**src/rtl/synctl_pkg.sv**
```systemverilog
`timescale 1ns/1ps
package synctl_pkg;
    localparam int WORD_W = 24;
    localparam int ADDR_W = 2;
    localparam int PAY_W  = WORD_W - ADDR_W;

    typedef enum logic [1:0] {
        TGT_RDIV = 2'b00,
        TGT_NDIV = 2'b01,
        TGT_FUNC = 2'b10,
        TGT_NONE = 2'b11
    } target_e;

    typedef enum logic [2:0] {
        MX_HIZ  = 3'd0,
        MX_LOCK = 3'd1,
        MX_NDIV = 3'd2,
        MX_HIGH = 3'd3,
        MX_RDIV = 3'd4,
        MX_RSVD = 3'd5,
        MX_SDO  = 3'd6,
        MX_LOW  = 3'd7
    } muxsel_e;

    // Function latch payload, word bits 23:2 packed MSB first
    typedef struct packed {
        logic [1:0] psc;       // 23:22
        logic       rsvd;      // 21
        logic [2:0] cur2;      // 20:18
        logic [2:0] cur1;      // 17:15
        logic [3:0] timer;     // 14:11
        logic       fl_mode;   // 10
        logic       fl_en;     // 9
        logic       cp_hiz;    // 8
        logic       pd_pol;    // 7
        muxsel_e    mux;       // 6:4
        logic       sw_pd;     // 3
        logic       cnt_rst;   // 2
    } func_t;
endpackage

```
**src/rtl/synctl_sport.sv**
```systemverilog
`timescale 1ns/1ps
// Oversampled three-wire serial port; SYNC_STAGES must be at least 2.
module synctl_sport
    import synctl_pkg::*;
#(
    parameter int SYNC_STAGES = 2
) (
    input  logic              clk,
    input  logic              rst_n,
    input  logic              sclk_i,
    input  logic              sdata_i,
    input  logic              le_i,
    output logic [WORD_W-1:0] word_o,
    output logic              load_o
);
    localparam int TOP = SYNC_STAGES - 1;

    typedef struct packed {
        logic [TOP:0]      sclk_s;
        logic [TOP:0]      sdat_s;
        logic [TOP:0]      le_s;
        logic              sclk_prev;
        logic              le_prev;
        logic [WORD_W-1:0] shreg;
        logic              load;
    } sport_t;

    sport_t sp_q, sp_d;
    logic   sclk_rise, le_rise;

    always_comb begin
        sp_d       = sp_q;
        sclk_rise  = sp_q.sclk_s[TOP] & ~sp_q.sclk_prev;
        le_rise    = sp_q.le_s[TOP] & ~sp_q.le_prev;
        sp_d.sclk_s    = {sp_q.sclk_s[TOP-1:0], sclk_i};
        sp_d.sdat_s    = {sp_q.sdat_s[TOP-1:0], sdata_i};
        sp_d.le_s      = {sp_q.le_s[TOP-1:0], le_i};
        sp_d.sclk_prev = sp_q.sclk_s[TOP];
        sp_d.le_prev   = sp_q.le_s[TOP];
        if (sclk_rise) begin
            sp_d.shreg = {sp_q.shreg[WORD_W-2:0], sp_q.sdat_s[TOP]};
        end
        sp_d.load = le_rise;
    end

    always_ff @(posedge clk or negedge rst_n) begin
        if (!rst_n) sp_q <= '0;
        else        sp_q <= sp_d;
    end

    assign word_o = sp_q.shreg;
    assign load_o = sp_q.load;

    // a detected serial clock edge appends the synchronised data bit
    assert_shift_in_R1: assert property (@(posedge clk) disable iff (!rst_n)
        sclk_rise |=> word_o[0] == $past(sp_q.sdat_s[TOP]));
    // no serial clock edge, no shift
    assert_shift_hold_R1: assert property (@(posedge clk) disable iff (!rst_n)
        !sclk_rise |=> $stable(word_o));
    // each load strobe edge gives a single-cycle transfer pulse
    assert_load_pulse_R1: assert property (@(posedge clk) disable iff (!rst_n)
        load_o |=> !load_o);
endmodule

```
**src/rtl/synctl_bank.sv**
```systemverilog
`timescale 1ns/1ps
module synctl_bank
    import synctl_pkg::*;
#(
    parameter logic [PAY_W-1:0] R_RST = '0,
    parameter logic [PAY_W-1:0] N_RST = '0,
    parameter logic [PAY_W-1:0] F_RST = '0
) (
    input  logic              clk,
    input  logic              rst_n,
    input  logic [WORD_W-1:0] word_i,
    input  logic              load_i,
    output logic [PAY_W-1:0]  r_o,
    output logic [PAY_W-1:0]  n_o,
    output logic [PAY_W-1:0]  f_o
);
    typedef struct packed {
        logic [PAY_W-1:0] r;
        logic [PAY_W-1:0] n;
        logic [PAY_W-1:0] f;
    } bank_t;

    bank_t   bk_q, bk_d;
    target_e tgt;
    logic [PAY_W-1:0] payload;

    always_comb begin
        bk_d    = bk_q;
        tgt     = target_e'(word_i[ADDR_W-1:0]);
        payload = word_i[WORD_W-1:ADDR_W];
        if (load_i) begin
            unique case (tgt)
                TGT_RDIV: bk_d.r = payload;
                TGT_NDIV: bk_d.n = payload;
                TGT_FUNC: bk_d.f = payload;
                default:  bk_d   = bk_q;
            endcase
        end
    end

    always_ff @(posedge clk or negedge rst_n) begin
        if (!rst_n) begin
            bk_q.r <= R_RST;
            bk_q.n <= N_RST;
            bk_q.f <= F_RST;
        end else begin
            bk_q <= bk_d;
        end
    end

    assign r_o = bk_q.r;
    assign n_o = bk_q.n;
    assign f_o = bk_q.f;

    assert_rdiv_write_R2: assert property (@(posedge clk) disable iff (!rst_n)
        load_i && word_i[1:0] == 2'b00 |=>
            r_o == $past(word_i[WORD_W-1:ADDR_W]) && $stable(n_o) && $stable(f_o));
    assert_ndiv_write_R3: assert property (@(posedge clk) disable iff (!rst_n)
        load_i && word_i[1:0] == 2'b01 |=>
            n_o == $past(word_i[WORD_W-1:ADDR_W]) && $stable(r_o) && $stable(f_o));
    assert_func_write_R4: assert property (@(posedge clk) disable iff (!rst_n)
        load_i && word_i[1:0] == 2'b10 |=>
            f_o == $past(word_i[WORD_W-1:ADDR_W]) && $stable(r_o) && $stable(n_o));
    assert_no_target_R5: assert property (@(posedge clk) disable iff (!rst_n)
        load_i && word_i[1:0] == 2'b11 |=> $stable(r_o) && $stable(n_o) && $stable(f_o));
endmodule

```
**src/rtl/synctl_fdec.sv**
```systemverilog
`timescale 1ns/1ps
// Function latch decode, power-down combine and status multiplexer.
module synctl_fdec
    import synctl_pkg::*;
#(
    parameter int SYNC_STAGES = 2
) (
    input  logic  clk,
    input  logic  rst_n,
    input  func_t f_i,
    input  logic  ce_i,
    input  logic  lock_det_i,
    input  logic  n_div_i,
    input  logic  r_div_i,
    input  logic  sdo_i,
    output logic  pwr_dn_o,
    output logic  pd_status_o,
    output logic  counter_hold_o,
    output logic  cp_tristate_o,
    output logic  mux_o,
    output logic  mux_oe_o
);
    localparam int TOP = SYNC_STAGES - 1;

    typedef struct packed {
        logic [TOP:0] ce_s;
        logic         pd_stat;
    } fdec_t;

    localparam fdec_t FDEC_RST = '{ce_s: '1, pd_stat: 1'b0};

    fdec_t st_q, st_d;
    logic  pd_now;
    logic  lock_ok;

    always_comb begin
        st_d         = st_q;
        st_d.ce_s    = {st_q.ce_s[TOP-1:0], ce_i};
        st_d.pd_stat = f_i.sw_pd | ~st_q.ce_s[TOP];
    end

    always_ff @(posedge clk or negedge rst_n) begin
        if (!rst_n) st_q <= FDEC_RST;
        else        st_q <= st_d;
    end

    // Chip enable reaches power-down with no register on the way
    always_comb begin
        pd_now         = f_i.sw_pd | ~ce_i;
        lock_ok        = lock_det_i & ~pd_now;
        counter_hold_o = f_i.cnt_rst | pd_now;
        cp_tristate_o  = f_i.cp_hiz | pd_now;
    end

    always_comb begin
        mux_o    = 1'b0;
        mux_oe_o = 1'b1;
        unique case (f_i.mux)
            MX_HIZ:  mux_oe_o = 1'b0;
            MX_LOCK: mux_o    = lock_ok;
            MX_NDIV: mux_o    = n_div_i;
            MX_HIGH: mux_o    = 1'b1;
            MX_RDIV: mux_o    = r_div_i;
            MX_RSVD: mux_oe_o = 1'b0;
            MX_SDO:  mux_o    = sdo_i;
            MX_LOW:  mux_o    = 1'b0;
            default: mux_oe_o = 1'b0;
        endcase
    end

    assign pwr_dn_o    = pd_now;
    assign pd_status_o = st_q.pd_stat;

    // power-down holds counters, floats the pump and hides lock detect
    assert_pd_effects_R8: assert property (@(posedge clk) disable iff (!rst_n)
        pwr_dn_o |-> counter_hold_o && cp_tristate_o &&
                     (f_i.mux != MX_LOCK || !mux_o));
    // counter reset bit always holds the counters
    assert_cnt_hold_R9: assert property (@(posedge clk) disable iff (!rst_n)
        f_i.cnt_rst |-> counter_hold_o);
    // an undriven pin reads low
    assert_hiz_low_R10: assert property (@(posedge clk) disable iff (!rst_n)
        !mux_oe_o |-> !mux_o);
    // status only rises from a power-down that was present a cycle earlier
    assert_status_src_R12: assert property (@(posedge clk) disable iff (!rst_n)
        $rose(pd_status_o) |-> $past(f_i.sw_pd) || !$past(st_q.ce_s[TOP]));
endmodule

```
**src/rtl/synth_ctl_regs.sv**
```systemverilog
`timescale 1ns/1ps
module synth_ctl_regs
    import synctl_pkg::*;
#(
    parameter int SYNC_STAGES = 2
) (
    input  logic             clk,
    input  logic             rst_n,
    input  logic             sclk_i,
    input  logic             sdata_i,
    input  logic             le_i,
    input  logic             ce_i,
    input  logic             lock_det_i,
    input  logic             n_div_i,
    input  logic             r_div_i,
    output logic [PAY_W-1:0] r_word_o,
    output logic [PAY_W-1:0] n_word_o,
    output logic             counter_hold_o,
    output logic             pwr_dn_o,
    output logic             pd_status_o,
    output logic             cp_tristate_o,
    output logic             pd_polarity_o,
    output logic             fastlock_en_o,
    output logic             fastlock_mode_o,
    output logic [3:0]       timer_code_o,
    output logic [2:0]       cp_cur1_o,
    output logic [2:0]       cp_cur2_o,
    output logic [1:0]       prescaler_o,
    output logic             mux_o,
    output logic             mux_oe_o
);
    logic [WORD_W-1:0] shift_word;
    logic              load_pulse;
    logic [PAY_W-1:0]  func_raw;
    func_t             func;

    synctl_sport #(.SYNC_STAGES(SYNC_STAGES)) i_sport (
        .clk     (clk),
        .rst_n   (rst_n),
        .sclk_i  (sclk_i),
        .sdata_i (sdata_i),
        .le_i    (le_i),
        .word_o  (shift_word),
        .load_o  (load_pulse)
    );

    synctl_bank i_bank (
        .clk    (clk),
        .rst_n  (rst_n),
        .word_i (shift_word),
        .load_i (load_pulse),
        .r_o    (r_word_o),
        .n_o    (n_word_o),
        .f_o    (func_raw)
    );

    assign func = func_t'(func_raw);

    synctl_fdec #(.SYNC_STAGES(SYNC_STAGES)) i_fdec (
        .clk            (clk),
        .rst_n          (rst_n),
        .f_i            (func),
        .ce_i           (ce_i),
        .lock_det_i     (lock_det_i),
        .n_div_i        (n_div_i),
        .r_div_i        (r_div_i),
        .sdo_i          (shift_word[WORD_W-1]),
        .pwr_dn_o       (pwr_dn_o),
        .pd_status_o    (pd_status_o),
        .counter_hold_o (counter_hold_o),
        .cp_tristate_o  (cp_tristate_o),
        .mux_o          (mux_o),
        .mux_oe_o       (mux_oe_o)
    );

    assign pd_polarity_o   = func.pd_pol;
    assign fastlock_en_o   = func.fl_en;
    assign fastlock_mode_o = func.fl_mode;
    assign timer_code_o    = func.timer;
    assign cp_cur1_o       = func.cur1;
    assign cp_cur2_o       = func.cur2;
    assign prescaler_o     = func.psc;

    // a low chip enable is seen as power-down in the same cycle
    assert_ce_pd_R7: assert property (@(posedge clk) disable iff (!rst_n)
        !ce_i |-> pwr_dn_o && cp_tristate_o);
endmodule

```
**config.mk**
```make
export PLATFORM = sky130hd
export DESIGN_NAME = synth_ctl_regs
export DESIGN_NICKNAME = d
export VERILOG_FILES = /design/src/rtl/synctl_pkg.sv /design/src/rtl/synctl_sport.sv /design/src/rtl/synctl_bank.sv /design/src/rtl/synctl_fdec.sv /design/src/rtl/synth_ctl_regs.sv
export SDC_FILE = /design/constraint.sdc
export NUM_CORES = 1
export LEC_CHECK = 0
export BUFFER_PORTS_ARGS = -buffer_cell sky130_fd_sc_hd__buf_2
export CAP_MARGIN = 20
export CELL_PAD_IN_SITES_DETAIL_PLACEMENT = 0
export CELL_PAD_IN_SITES_GLOBAL_PLACEMENT = 1
export CORE_UTILIZATION = 45
export DETAILED_ROUTE_END_ITERATION = 16
export PLACE_DENSITY = 0.8
export SYNTH_ARGS = -nofsm -noshare
export SYNTH_HDL_FRONTEND = slang
export SYNTH_HIERARCHICAL = 1
export SYNTH_SLANG_ARGS = --single-unit
```
**constraint.sdc**
```tcl
create_clock -name clk -period 2.3 [get_ports clk]
set_clock_uncertainty 0.1 [all_clocks]
set_input_delay 0.115 -clock clk [delete_from_list [all_inputs] [get_ports clk]]
set_output_delay 0.115 -clock clk [all_outputs]
set_load 0.01 [all_outputs]
```
After elaboration in Yosys (flattened, before gate mapping)
Cells that the tools add are included.
{"block": "classes", "n_addsub": 0, "n_mul": 0, "n_div": 0, "order_cmp": 0, "n_eq_ne": 8, "n_shift": 0, "n_mux": 2, "bitwise_logic": 12, "n_reduce_logical": 6}
{"operator": "$eq 3x3->1 const B", "n": 3}
{"operator": "$eq 3x2->1 const B", "n": 2}
{"operator": "$reduce_and 2->1", "n": 3}
{"operator": "$not 1->1", "n": 5}
{"operator": "$pmux 1 s5", "n": 1}
{"operator": "$or 1x1->1", "n": 4}
{"operator": "$and 1x1->1", "n": 3}
{"operator": "$eq 3x1->1 const B", "n": 1}
{"operator": "$logic_not 3->1", "n": 1}
{"operator": "$eq 2x1->1 const B", "n": 1}
{"operator": "$eq 2x2->1 const B", "n": 1}
{"operator": "$logic_not 2->1", "n": 1}
{"operator": "$reduce_or 2->1", "n": 1}
{"operator": "$mux 1", "n": 1}
{"block": "word_totals", "reg_bits": 102, "latchBits": 0, "ram_bits": 0, "mem_bits_ro": 0, "inputBits": 9, "output_inout_bits": 65, "mem_count": 0}

Logic depth before layout (Yosys ltp)
Gate-level depths: netlist of the first run.
{"block": "depth", "word_depth": 5, "depth_mapped": 4, "depth_no_buf": 3}

Modules after synthesis
Netlist of the first run, hierarchy kept.
{"module": "synctl_bank", "instances": 1, "cells_each": 141, "area_each_um2": 2457.4}
{"module": "synctl_sport", "instances": 1, "cells_each": 86, "area_each_um2": 1422.6}
{"module": "synctl_fdec", "instances": 1, "cells_each": 18, "area_each_um2": 165.2}

Worst setup path after synthesis of the first run
Ideal clock, no wire load.
{"block": "synth_timing", "path_type": "reg2reg", "from": "register i_sport.sp_q (netlist bit i_sport/word_o[0])", "to": "register i_bank.bk_q (netlist bit i_bank/r_o[0])", "setup_time_ps": 125, "t_arrival_ps": 1298, "t_required_ps": 2075, "path_slack_ps": 777, "path_stages_with_launch": 5, "n_path_buf": 2, "path_cell_list": "dfrtp_1 -> buf_4 -> nor3b_2 -> buf_4 -> mux2_2"}
{"block": "synth_via", "elab_chain_cells": 2}
{"item": "from (decl)", "line": "synctl_sport.sv:28", "source": "sport_t sp_q, sp_d;"}
{"item": "from (signal assigned)", "line": "synctl_sport.sv:48", "source": "else sp_q <= sp_d;"}
{"item": "$logic_not 2->1", "line": "synctl_bank.sv:32", "source": "unique case (tgt)"}
{"item": "$reduce_and 2->1 (no line)"}
{"item": "to (signal assigned)", "line": "synctl_bank.sv:47", "source": "bk_q <= bk_d;"}
{"item": "to (decl)", "line": "synctl_bank.sv:23", "source": "bank_t bk_q, bk_d;"}
No other way between the ends.
A chain may end at the register's enable or synchronous reset.

Worst setup path after layout of the first run
{"block": "layout_timing", "from": "register i_sport.sp_q (netlist bit i_sport/word_o[0])", "to": "register i_bank.bk_q (netlist bit i_bank/f_o[0])"}
{"block": "layout_via", "elab_chain_cells": 2}
{"item": "$eq 2x2->1", "line": "synctl_bank.sv:32"}
{"item": "$reduce_and 2->1 (no line)"}
No other way between the ends.

==> flow_summary.json, run 1 <==
{
  "outcome": "complete, no violations",
  "synthCells": 243,
  "coreArea_mm2": 0.00868,
  "tightest_slew_ns": 0.547,
  "relSlewSlack": 0.635,
  "combPwrFrac": 0.239,
  "drcViolationCount": 0,
  "syn2layout_area_growth_pct": 14.2,
  "fin_setup_tns_ns": 0,
  "start_util": 0.462,
  "ir_drop_mv": 0.480,
  "max_stage_delay_ns": 0.48,
  "grt_max_degree": 60,
  "p_leak_nw": 2.40,
  "crit_path_start": "i_sport/word_o[0]$_DFFE_PN0P_",
  "wl_per_cell_um": 15.6,
  "portBuffers": 73,
  "cpMaxStageDelayCell": "nand3b_1",
  "path_class": "flop to flop",
  "rr_startpoint": "i_sport/word_o[0]$_DFFE_PN0P_",
  "gp_routability_congestion": 0.639,
  "antenna_found_initial": 0,
  "powerDensity_mw_per_mm2": 1040,
  "clk_path_buf_depth": 2,
  "holdWs_ns": 0.190,
  "syn-num-nets": 252,
  "diodes": 0,
  "pwr-share-clk": 0.225,
  "hold_violations": 0,
  "cts_tree": "done",
  "worstHoldPathType": "primary input to async pin",
  "end_kind": "flop",
  "cts.sinks": 101,
  "first_pass_iters": 4,
  "syn_avg_cell_area_um2": 16.5,
  "synth_area_mm2": 0.00401,
  "clk_latency_ns": 0.35,
  "grt_pass1_vias": 2050,
  "routed_wl_mm": 6.56,
  "path_clk_slew_ns": 0.09,
  "fin_crit_ns": 1.76,
  "power.internal_mw": 3.39,
  "final-max-slew-violation-count": 0,
  "cap_violations": 0,
  "std_cell_rows": 34,
  "rrSetupSlack_ns": 0.54,
  "max_freq_mhz": 569,
  "reg2regPathDepth": 3,
  "p_total_mw": 4.76,
  "finish.utilization": 0.528,
  "ctsResizeCount": 0,
  "die-area_mm2": 0.00929,
  "worstPathMaxFanout": 9,
  "switchingPower_mw": 1.38,
  "numCtsBuffers": 9,
  "final_common_cell": "dfrtp_1",
  "mostFrequentLayoutCells": "dfrtp_1, buf_2, mux2_2, mux2_4, clkbuf_8",
  "io_pins": 74,
  "grt_util_all_layers": 0.156,
  "cts_hold_buf": 5,
  "grt_pass1_wl_mm": 10.7,
  "rsz0062_at_grt": "false",
  "post-cts-setup-buffers": 0,
  "setup_viol": 0,
  "fin_crit_sh": 0.764,
  "drt_iter0_markers": 80,
  "p_sw_frac": 0.289,
  "via_per_inst": 4.86,
  "grt_overflow": 0,
  "cp.required_ns": 2.44,
  "start_kind": "flop",
  "rr_endpoint": "i_bank/f_o[0]$_DFFE_PN0P_",
  "fin_nets": 317,
  "fp.dieW_um": 96.4,
  "ys_warn_count": 6,
  "cts_root_buf": "clkbuf_8",
  "die_h_um": 96.4,
  "dp_hpwl_mm": 4.48,
  "num_vias": 2047,
  "cts_max_level": 3,
  "drive_gt1_frac": 0.607,
  "ant_nets": 0,
  "crit_end": "i_bank/f_o[0]$_DFFE_PN0P_",
  "worstPathArrival_ns": 1.89,
  "crit_chain": "nand3b_1, buf_4, mux2_2",
  "seqPwrFrac": 0.536
}
==> area by class of cell <==
class / instances / area [um^2]
multi-input cells: 107 / 1210
clock inverters: 3 / 17.5
inverters: 2 / 7.51
well taps: 108 / 135
flip-flops and latches: 101 / 2530
repair buffers: 87 / 498
fillers: 756 / 4100
clock buffers: 13 / 179
==> power by group through the flow <==
stage	combinational (mW)	clock, mW	sequential (mW)
after floorplan	0.821	0	2.58
after global placement	1.12	0	2.58
after detailed placement	1.15	0	2.59
after CTS	1.16	1.11	2.56
after global routing	1.27	1.19	2.63
final	1.14	1.07	2.55
==> flip-flops by register name, indices dropped and copies added (netlist names) <==
name / cells
i_sport/sp_q: 3
i_bank/r_o: 22
i_fdec/pd_status_o: 1
i_bank/n_o: 22
i_sport/load_o: 1
i_sport/sp_d: 5
i_fdec/st_q: 1
i_sport/word_o: 24
i_bank/f_o: 21
i_fdec/st_d: 1
==> worst min-delay path by stage <==
| stage | startpoint | end | slack, ns | cells after the start |
|---|---|---|---|---|
| 6_report | rst_n | i_bank/r_o[2]$_DFFE_PN0P_ | 0.19 | 2 |
| 5_1_grt | rst_n | i_bank/n_o[2]$_DFFE_PN0P_ | 0.26 | 2 |
| 4_1_cts | rst_n | i_bank/n_o[2]$_DFFE_PN0P_ | 0.20 | 2 |
| 3_5_place_dp | rst_n | i_bank/n_o[2]$_DFFE_PN0P_ | 0.05 | 1 |
| 3_3_place_gp | rst_n | i_sport/word_o[6]$_DFFE_PN0P_ | 0.04 | 1 |
| 2_1_floorplan | rst_n | i_bank/f_o[0]$_DFFE_PN0P_ | -0.28 | 0 |
==> critical path: cells and delay by family (launching register included) <==
family	cells	cell delay (ns)
and+or+nand+nor	1	0.48
DFF	1	0.44
buffers and inverters	1	0.34
muxes	1	0.28
==> metal layers <==
layer,vias to the layer above,routed length [um],global-route usage
met5,-,0,0
met2,42,3060,0.230
met1,1054,3180,0.228
met4,0,105,0.0699
li1,943,-,-
met3,8,217,0.0258
==> per-stage QoR <==
step | cells | area, um^2 | setup slack (ns)
after CTS | 421 | 4580 | 0.488
after detailed placement | 400 | 4330 | 0.538
after global routing | 421 | 4580 | 0.458
after global placement | 400 | 4330 | 0.558
final | 421 | 4580 | 0.543
after floorplan | 243 | 4010 | 0.777
No activity file was read; power rests on OpenSTA's default activity.
==> inputs of run 2 (changes only) <==
Settings changed: CORE_UTILIZATION 45 to 41, PLACE_DENSITY 0.8 to 0.77.
Clock period 2.3 ns to 1.53 ns, I/O delays scaled along.
==> run 2 against run 1 <==
Effect of this change: the flow now finishes with violations (negative setup slack); sequential cell count stayed put; cell count up 6.7%; largest power group unchanged; first-iteration DRC count fell by 30%; combinational power rose by 68%; worst setup slack got worse by 0.60 ns; utilization decreased by 1.3 points; sequential share of layout area down 2.8 points; sequential power is 52% higher.
==> flow_summary.json, run 2 (same netlist as run 1, synthesis figures left out) <==
{
  "cp.required_ns": 1.35,
  "routed_wl_mm": 6.97,
  "placed_area_mm2": 0.00444,
  "ir_drop_mv": 0.653,
  "fin_ws_ns": -0.0554,
  "path_class": "flop to output port",
  "worstHoldPathType": "primary input to async pin",
  "outcome": "complete, but fails checks",
  "gp_routability_congestion": 0.691,
  "top_layer": "met4",
  "end_kind": "output port",
  "grt_overflow": 0,
  "largest_reg_flops": 24,
  "p_total_mw": 7.49,
  "relSlewSlack": 0.788,
  "wl_per_cell_um": 15.5,
  "cts_max_level": 3,
  "violations": "negative setup slack",
  "finalNonFillerCells": 449,
  "diodes": 0,
  "drcViolationCount": 0,
  "via_per_inst": 4.68,
  "cap_violations": 0,
  "p_leak_nw": 2.50,
  "final-max-slew-violation-count": 0,
  "finish.utilization": 0.515,
  "grt_pass1_wl_mm": 11.4,
  "num-fill-cells": 832,
  "wl_met1_mm": 3.41,
  "numCtsBuffers": 9,
  "rr_endpoint": "i_bank/r_o[21]$_DFFE_PN0P_",
  "rr_startpoint": "i_sport/word_o[1]$_DFFE_PN0P_",
  "fp.dieW_um": 101,
  "met3_wirelength_um": 326,
  "cts_root_buf": "clkbuf_8",
  "hold_violations": 0,
  "coreArea_mm2": 0.00937,
  "setup_viol": 1,
  "cpMaxStageDelayCell": "dfrtp_2",
  "max_stage_delay_ns": 0.43,
  "ant_nets": 0,
  "drive_gt1_frac": 0.631,
  "reg2regPathDepth": 3,
  "die_h_um": 101,
  "num_vias": 2100,
  "fin_crit_sh": 1.04,
  "syn2layout_area_growth_pct": 20.4,
  "grt_util_all_layers": 0.150,
  "path_clk_slew_ns": 0.09,
  "fin_crit_ns": 1.59,
  "rrSetupSlack_ns": 0.03,
  "crit_chain": "nand2b_4, a211o_1, o311ai_1, buf_2",
  "portBuffers": 73,
  "clk_latency_ns": 0.35,
  "cts_tree": "done",
  "worstPathMaxFanout": 4,
  "place_inst": 425,
  "final_common_cell": "dfrtp_1",
  "mostFrequentLayoutCells": "dfrtp_1, buf_2, mux2_2, mux2_4, clkbuf_8",
  "fin_setup_tns_ns": -0.0554,
  "max_freq_mhz": 631,
  "fin_nets": 324,
  "drt_iter0_markers": 56,
  "std_cell_rows": 35,
  "powerDensity_mw_per_mm2": 1550,
  "clk_path_buf_depth": 2,
  "die-area_mm2": 0.0102,
  "first_pass_iters": 4,
  "dr_wl_met2_mm": 3.13,
  "rsz0062_at_grt": "true",
  "tightest_slew_ns": 0.317,
  "io_pins": 74,
  "grt_pass1_vias": 2181,
  "cts.sinks": 101,
  "start_util": 0.428,
  "start_kind": "flop",
  "dp_hpwl_mm": 4.64,
  "worstPathArrival_ns": 1.41,
  "fin_area_mm2": 0.00483,
  "antenna_found_initial": 0,
  "grt_max_degree": 53
}
==> run 2: worst max-delay path by stage <==
stage	to	depth (start not counted)	start
floorplan	i_bank/r_o[0]$_DFFE_PN0P_	4	i_sport/word_o[0]$_DFFE_PN0P_
global placement	i_bank/r_o[2]$_DFFE_PN0P_	3	i_sport/word_o[0]$_DFFE_PN0P_
detailed placement	i_bank/r_o[5]$_DFFE_PN0P_	3	i_sport/word_o[0]$_DFFE_PN0P_
CTS	mux_o	4	i_bank/f_o[2]$_DFFE_PN0P_
global route	mux_o	4	i_bank/f_o[2]$_DFFE_PN0P_
finish	mux_o	4	i_bank/f_o[2]$_DFFE_PN0P_
==> run 2: cell type report <==
class                   instances  area [um^2]  area share
flip-flops and latches        101         2530       0.525
multi-input cells             107         1310       0.270
repair buffers                 94          616       0.128
well taps                     129          161      0.0334
clock buffers                  13          159      0.0329
clock inverters                 3         43.8     0.00907
inverters                       2         7.51     0.00156
==> run 2: power breakdown <==
group	internal (mW)	switching, mW	total (mW)	leakage (nW)
clock network	0.848	0.853	1.70	0.104
logic	1.19	0.735	1.92	1.08
registers	3.32	0.547	3.87	1.31
total	5.35	2.14	7.49	2.50
==> run 2: repair_timing <==
action,4_1_cts,5_1_grt
hold buffers,5,0
pin swaps,2,1
resized for setup,3,28
buffers inserted,2,1
setup endpoints to repair,1,25
hold endpoints to repair,105,0
gates cloned,0,0
==> run 2: stage by stage <==
step,setup WS [ns],hold slack [ns]
after floorplan,0.00684,-0.319
after global placement,0.117,-0.129
after detailed placement,0.0516,-0.132
after CTS,-0.0777,0.0208
after global routing,-0.138,0.0376
final,-0.0554,0.0247
==> run 2: critical path, delay by kind of cell (launching register included) <==
kind / cells / cell delay, ns
AOI/OAI and AO/OA: 2 / 0.31
and+or+nand+nor: 1 / 0.14
buffers and inverters: 1 / 0.17
DFF: 1 / 0.43
==> run 2: layer usage <==
| layer | up-vias | track usage |
|---|---|---|
| met5 | - | 0 |
| met4 | 0 | 0.0535 |
| met3 | 9 | 0.0444 |
| met2 | 50 | 0.224 |
| met1 | 1085 | 0.208 |
| li1 | 956 | - |
